### src/rtl/ilv_mac_pkg.sv
package ilv_mac_pkg;
  localparam int unsigned DEF_LANES = 4;
  localparam int unsigned DEF_W     = 8;
endpackage

### src/rtl/ilv_phase_ring.sv
module ilv_phase_ring #(
  parameter int unsigned LANES = 4
) (
  input  logic             clk,
  input  logic             rst_n,
  input  logic             adv,
  output logic [LANES-1:0] phase,
  output logic [LANES-1:0] sel
);
  always_ff @(posedge clk or negedge rst_n) begin
    if (!rst_n) phase <= {{(LANES-1){1'b0}}, 1'b1};
    else if (adv) phase <= {phase[LANES-2:0], phase[LANES-1]};
  end

  // copy j's result is collected in the slot after its own capture slot
  always_comb begin
    for (int j = 0; j < LANES; j++) sel[j] = phase[(j + 1) % LANES];
  end

  a_r8_phase_onehot: assert property (@(posedge clk) disable iff (!rst_n)
    $onehot(phase));
  a_r8_frozen_ring: assert property (@(posedge clk) disable iff (!rst_n)
    !adv |=> $stable(phase));
  a_r8_wrap: assert property (@(posedge clk) disable iff (!rst_n)
    (adv && phase[LANES-1]) |=> phase[0]);
endmodule

### src/rtl/ilv_lane.sv
module ilv_lane #(
  parameter int unsigned W = 8
) (
  input  logic           clk,
  input  logic           rst_n,
  input  logic           en,
  input  logic           in_vld,
  input  logic [3*W-1:0] in_word,
  output logic           res_vld,
  output logic [2*W-1:0] res
);
  localparam int unsigned RW = 2 * W;

  logic           opv_q;
  logic [3*W-1:0] op_q;
  logic [RW-1:0]  sum;

  // slow combinational path: has LANES fast cycles between captures
  always_comb begin
    sum = RW'(op_q[3*W-1:2*W]) * RW'(op_q[2*W-1:W]) + RW'(op_q[W-1:0]);
  end

  always_ff @(posedge clk or negedge rst_n) begin
    if (!rst_n) begin
      opv_q   <= 1'b0;
      op_q    <= '0;
      res_vld <= 1'b0;
      res     <= '0;
    end else if (en) begin
      res_vld <= opv_q;
      res     <= sum;
      opv_q   <= in_vld;
      op_q    <= in_word;
    end
  end

  a_r8_lane_idle: assert property (@(posedge clk) disable iff (!rst_n)
    !en |=> ($stable(op_q) && $stable(opv_q) && $stable(res) && $stable(res_vld)));
  a_r6_lane_bubble: assert property (@(posedge clk) disable iff (!rst_n)
    (en && !opv_q) |=> !res_vld);
endmodule

### src/rtl/ilv_mac_top.sv
module ilv_mac_top #(
  parameter int unsigned LANES = ilv_mac_pkg::DEF_LANES,
  parameter int unsigned W     = ilv_mac_pkg::DEF_W
) (
  input  logic           clk,
  input  logic           rst_n,
  input  logic           in_valid,
  output logic           in_ready,
  input  logic [3*W-1:0] in_data,
  output logic           out_valid,
  input  logic           out_ready,
  output logic [2*W-1:0] out_data
);
  localparam int unsigned RW = 2 * W;
  localparam int unsigned CW = $clog2(LANES + 4) + 1;

  logic             adv;
  logic [LANES-1:0] phase, sel;
  logic [LANES-1:0] lane_vld;
  logic [RW-1:0]    lane_res [LANES];
  logic             mux_vld;
  logic [RW-1:0]    mux_res;

  assign adv      = !out_valid || out_ready;
  assign in_ready = adv;

  ilv_phase_ring #(.LANES(LANES)) u_ring (
    .clk(clk), .rst_n(rst_n), .adv(adv), .phase(phase), .sel(sel)
  );

  for (genvar k = 0; k < LANES; k++) begin : g_lane
    ilv_lane #(.W(W)) u_lane (
      .clk(clk), .rst_n(rst_n),
      .en(adv && phase[k]),
      .in_vld(in_valid),
      .in_word(in_data),
      .res_vld(lane_vld[k]),
      .res(lane_res[k])
    );
  end

  always_comb begin
    mux_vld = 1'b0;
    mux_res = '0;
    for (int j = 0; j < LANES; j++) begin
      mux_vld = mux_vld | (sel[j] & lane_vld[j]);
      mux_res = mux_res | ({RW{sel[j]}} & lane_res[j]);
    end
  end

  always_ff @(posedge clk or negedge rst_n) begin
    if (!rst_n) begin
      out_valid <= 1'b0;
      out_data  <= '0;
    end else if (adv) begin
      out_valid <= mux_vld;
      out_data  <= mux_res;
    end
  end

  // in-flight count, kept only for checking
  logic [CW-1:0] inflight;
  always_ff @(posedge clk or negedge rst_n) begin
    if (!rst_n) inflight <= '0;
    else inflight <= inflight + CW'(in_valid && in_ready) - CW'(out_valid && out_ready);
  end

  a_r7_stall_hold: assert property (@(posedge clk) disable iff (!rst_n)
    (out_valid && !out_ready) |=> (out_valid && $stable(out_data)));
  a_r7_no_take: assert property (@(posedge clk) disable iff (!rst_n)
    (out_valid && !out_ready) |-> !in_ready);
  a_r6_no_phantom: assert property (@(posedge clk) disable iff (!rst_n)
    out_valid |-> (inflight != '0));
  a_r3_bounded: assert property (@(posedge clk) disable iff (!rst_n)
    inflight <= CW'(LANES + 2));
endmodule

### config.mk
export PLATFORM = sky130hd
export DESIGN_NAME = ilv_mac_top
export DESIGN_NICKNAME = d
export VERILOG_FILES = /design/src/rtl/ilv_mac_pkg.sv /design/src/rtl/ilv_phase_ring.sv /design/src/rtl/ilv_lane.sv /design/src/rtl/ilv_mac_top.sv
export SDC_FILE = /design/constraint.sdc
export NUM_CORES = 1
export LEC_CHECK = 0
export BUFFER_PORTS_ARGS = -buffer_cell sky130_fd_sc_hd__buf_2
export CORE_MARGIN = 2
export CORE_UTILIZATION = 57
export DETAILED_ROUTE_END_ITERATION = 8
export GPL_TIMING_DRIVEN = 0
export PLACE_DENSITY = 0.77
export SLEW_MARGIN = 40
export SYNTH_ARGS = -nofsm -noshare
export SYNTH_HDL_FRONTEND = slang
export SYNTH_SLANG_ARGS = --single-unit
### constraint.sdc
create_clock -name clk -period 4.4 [get_ports clk]
set_clock_uncertainty 0.1 [all_clocks]
set_input_delay 0.66 -clock clk [delete_from_list [all_inputs] [get_ports clk]]
set_output_delay 0.66 -clock clk [all_outputs]
set_load 0.05 [all_outputs]
After elaboration in Yosys (flattened, before gate mapping)
Index checks and enable logic that the tools add are counted.
- $add $sub $neg: 4
- $mul: 4
- bitwise gates (word level): 14
- reductions and logical operators: 6
- operators with widths (cell ; count):
    16-bit by 8-bit adder with 16-bit output ; 4
    16-bit bitwise AND ; 4
    8-bit by 8-bit multiplier with 16-bit output ; 4
    16-bit OR ; 3
    1-bit bitwise AND ; 4
    1-bit logical AND ; 4
    1-bit OR ; 3
    1-bit zero test ; 1
    1-bit logical OR ; 1
- bits in registers: 189
- output and inout bits: 18

Depth between registers and ports, before layout
- word-level depth: 4
- gate-level depth with buffers: 17
- mapped depth without buffers: 16

By module
Synthesis repeated with hierarchy kept, for this count alone.
- cell total of the unflattened synthesis: 1654
- area total of the unflattened synthesis: 17045.1 µm²
- by module, submodules not included (module ; instances ; cells each ; area each (µm²) ; seq. area each (µm²)):
    ilv_lane (g_lane[0].u_lane ...) ; 2 ; 385 ; 3937.5 ; 1051.0
    ilv_lane (g_lane[1].u_lane ...) ; 2 ; 385 ; 3932.5 ; 1051.0
    ilv_mac_top ; 1 ; 102 ; 1128.6 ; 425.4
    ilv_phase_ring ; 1 ; 12 ; 176.4 ; 101.3

Worst setup path before layout
No wires, ideal clock.
- kind: reg2reg
- start: register g_lane[3].u_lane.op_q[8]
- end: register g_lane[3].u_lane.res[13]
- library setup time: 0.121 ns
- arrival: 3.845 ns
- required time: 4.179 ns
- path slack: 0.334 ns
- stages on the path, launching flop included: 16
- clock period less this slack: 4.066 ns
- cells stage by stage: dfrtp_1 -> clkbuf_1 -> nand2_1 -> fa_1 -> inv_1 -> fa_1 -> inv_1 -> fa_1 -> fa_1 -> inv_1 -> ha_1 -> o211ai_1 -> o211ai_2 -> a41oi_1 -> xor2_1 -> o21ai_1
- word-level cells in the longest chain between the ends: 2
- ends and longest elaborated chain (element ; RTL line ; RTL):
    start, declared ; ilv_lane.sv:15 ; logic [3*W-1:0] op_q;
    start signal, assigned ; ilv_lane.sv:33 ; op_q <= in_word;
    8-bit by 8-bit multiplier with 16-bit output ; ilv_lane.sv:20 ; sum = RW'(op_q[3*W-1:2*W]) * RW'(op_q[2*W-1:W]) + RW'(op_q[W-1:0]);
    16-bit by 8-bit adder with 16-bit output ; ilv_lane.sv:20 ;
    end signal, assigned ; ilv_lane.sv:31 ; res <= sum;
    end, declared ; ilv_lane.sv:10 ; output logic [2*W-1:0] res
No other way between the ends.
A chain may end at the register's enable or synchronous reset.

Worst setup path in the final report
- start: register g_lane[0].u_lane.op_q[8]
- end: register g_lane[0].u_lane.res[13]
- word-level cells in the longest chain between the ends: 2
- ends and longest elaborated chain (element ; RTL line):
    start, declared ; ilv_lane.sv:15
    start signal, assigned ; ilv_lane.sv:33
    8-bit by 8-bit multiplier with 16-bit output ; ilv_lane.sv:20
    16-bit by 8-bit adder with 16-bit output ; ilv_lane.sv:20
    end signal, assigned ; ilv_lane.sv:31
    end, declared ; ilv_lane.sv:10
No other way between the ends.

==> impl_metrics.toml <==
[global_route]
grt_most_used_layer = "met2"
antenna_violations_before_repair = 5
grt_pass1_wl_um = 64020
first_global_vias = 11890
globalRouteMet2Util_pct = 45.60
global_route.usage.met3_pct = 4.859
grt_usage_pct = 27.73
grt_util_met1_pct = 36.36
overflow = 0
grt_start_max_net_pins = 75

[detailed_routing]
routed_wirelength_um = 40720
wl_per_cell_um = 20.08
vias_per_cell = 5.712
drc = 0
initialDrtViolationCount = 796
first_pass_detailed_route_iteration_total = 7
routed-via-count = 11580
drt.antenna.violating_nets = 0

[floorplan]
die_width_um = 172.9
row_count = 61
design.die.area_um2 = 29890
io_pins = 46
initial_utilization_pct = 58.19
floorplan.core_area_um2 = 27930
floorplan.die.height_um = 172.9

[critical_path]
end_kind = "flop"
maximum_fanout_along_the_worst_path = 5
setup.worst_path.class = "reg2reg"
worst_path_cell_chain = "dlymetal6s2s_1 -> and2_1 -> fa_2 -> fa_1 -> inv_1 -> fa_1 -> fa_1 -> inv_1 -> ha_4 -> o211ai_1 -> a21oi_4 -> o2111ai_2 -> a21o_1 -> a41o_1"
critical_path_max_stage_delay_ns = 0.54
cpMostUsedCell = "fa_1"
path_buf_inv = 3
path_delay_family = "adder cells"
worst_setup_path_start_kind = "flop"
critical_path.slowest_cell = "fa_1"
required_ns = 4.64
crit_arrival_ns = 4.53

[timing]
slew_of_the_pin_with_the_lowest_slew_margin_ns = 0.5762
clock.fmax_mhz = 233.0
number_of_hold_violations_in_the_final_report = 0
setup_viol_count_final = 0
finalWorstSetupSlack_ns = 0.1077
period_needed_ns = 4.292
maxSlewHeadroom_pct = 61.58
final_min_period_over_clock_period_pct = 97.55
report.final.slew_viol_count = 0
hold_slack_ns = 0.08669

[yosys]
synth_area_per_cell_um2 = 10.51
syn_area_um2 = 16260
synth_edf_count = 0
ys.flop_type = "dfrtp_1"
synth_cell_types = 46
ys_async_sr_fraction_pct = 100.0
synth-seq-cells = 189
synth.yosys.seq_area_share_pct = 29.10
synth_nets = 1894
synth_warnings = 0
syn_inst = 1546

[cts]
clock-sinks = 189
cts_htree_levels = 4
cts_root_buf = "clkbuf_16"
cts_buffers = 17
insertion_delay_ns = 0.44
tritoncts = "yes"
clkTransAtPathRegs_ns = 0.08
cts-root-to-sink-buffers = 2

[place]
detailedPlace.worstSlack_ns = -0.1686
place_congestion = 0.8883
dpl.cell_count = 1972
buffers_on_ports = 45
hpwl_um = 30570

[finish]
most-common-layout-cells = "inv_1 (256), fa_1 (173), nand2_1 (163)"
insertedDiodeCount = 0
layout.nets = 1985
layout-area-overhead-vs-synth_pct = 11.38
post_route_cells_drive_above_1_share_pct = 21.58
final-instance-count-excl-fill = 2028
layout.cells.most_common = "inv_1"
finalCoreUtilization_pct = 64.81

[power_and_ir_drop]
max-vdd-ir-drop_v = 0.0002609
leakage_nw = 9.778
power-per-cell-area_nw_per_um2 = 191.8

[min_path]
hold_path_class = "in2async"

[job]
maxCapViolCount = 0

[status]
run_status = "finished, final reports clean"
[metrics by stage]
step,area [um2],total power (W),setup TNS [ns]
after global routing,18100,0.003558,-0.03240
final,18100,0.003472,0
after detailed placement,17050,0.001865,-0.9143
after floorplan,16260,0.001772,0
after global placement,16950,0.001854,-101.35
after CTS,17640,0.003489,-0.02252
[power by group]
part / internal, W / switching, W
clock network: 0.000864 / 0.000780
logic: 0.0000183 / 0.0000756
registers: 0.00173 / 0.000000000000000000669
[metal layers]
| layer | up-vias | wire length, um |
|---|---|---|
| met1 | 5946 | 16530 |
| met4 | 0 | 1831 |
| met2 | 342 | 19950 |
| met3 | 99 | 2403 |
| li1 | 5197 | - |
| met5 | - | 0 |
[cell usage after synthesis (7+ instances only)]
cell type,n,share of area [%]
inv_1,256,5.9
dfrtp_1,188,29
fa_1,176,22
nand2_1,163,3.8
and2_1,159,6.1
ha_1,144,11
mux2_2,119,8.2
o21ai_0,44,1.4
a22oi_1,35,1.6
a21oi_1,34,1.0
a31oi_1,27,1.0
a21o_1,24,1.1
xor2_1,22,1.2
clkbuf_1,18,0.42
nor2_1,17,0.39
xnor2_1,17,0.92
buf_2,13,0.40
buf_4,8,0.37
o211ai_1,8,0.37
o21ai_1,8,0.25
a31o_2,7,0.38
o211ai_2,7,0.54
[cell families after synthesis]
group / Yosys count / share of synthesized area [%]
multiplexers: 124 / 8.582
XOR/XNOR: 39 / 2.101
AO/OA/AOI/OAI: 218 / 8.983
AND/OR/NAND/NOR: 359 / 11.22
adder cells (fa/ha/maj): 320 / 32.76
flip-flops: 189 / 29.10
buffers and inverters: 297 / 7.251
[state kept, by name, indices dropped and copies added (netlist names)]
register / flops
g_lane.u_lane.res: 64
out_data: 16
g_lane.u_lane.res_vld: 4
u_ring.phase: 4
g_lane.u_lane.opv_q: 4
out_valid: 1
g_lane.u_lane.op_q: 96
[final cells by class]
| type | count | area (um2) |
|---|---|---|
| timing repair buffer | 80 | 553.0 |
| clock inverter | 14 | 170.2 |
| sequential | 189 | 4788 |
| multi-input combinational | 1060 | 10540 |
| tap | 378 | 473.0 |
| fill | 2179 | 9829 |
| inverter | 256 | 960.9 |
| buffer | 33 | 187.7 |
| clock buffer | 18 | 429.2 |
[what timing repair did]
item	4_1_cts	5_1_grt
hold buffers	0	0
endpoints found under the hold margin	0	0
setup endpoints to repair	16	20
gates resized for setup	13	71
pin swaps	1	18
setup buffers	0	32
[worst reg2reg max path: stages (launching register included)]
cell and delay (ns):
dfrtp_2 0.44, dlymetal6s2s_1 0.20, and2_1 0.17, fa_2 0.36, fa_1 0.54, inv_1 0.06, fa_1 0.52, fa_1 0.50
inv_1 0.06, ha_4 0.29, o211ai_1 0.15, a21oi_4 0.19, o2111ai_2 0.17, a21o_1 0.21, a41o_1 0.22
[path summary, 6_finish.rpt]
kind | startpoint | endpoint | slack (ns) | cells past startpoint
worst max register to register | g_lane[0].u_lane.op_q[8]$_DFFE_PN0P_ | g_lane[0].u_lane.res[13]$_DFFE_PN0P_ | 0.11 | 14
worst max-delay path | g_lane[0].u_lane.op_q[8]$_DFFE_PN0P_ | g_lane[0].u_lane.res[13]$_DFFE_PN0P_ | 0.11 | 14
min in group clk | in_valid | g_lane[1].u_lane.opv_q$_DFFE_PN0P_ | 0.40 | 2
worst min register to register | g_lane[0].u_lane.opv_q$_DFFE_PN0P_ | g_lane[0].u_lane.res_vld$_DFFE_PN0P_ | 0.40 | 1
max in group asynchronous | rst_n | g_lane[1].u_lane.op_q[10]$_DFFE_PN0P_ | 3.15 | 4
worst min-delay path | rst_n | g_lane[3].u_lane.res[15]$_DFFE_PN0P_ | 0.09 | 2
Power figures use the tool's default switching activity.
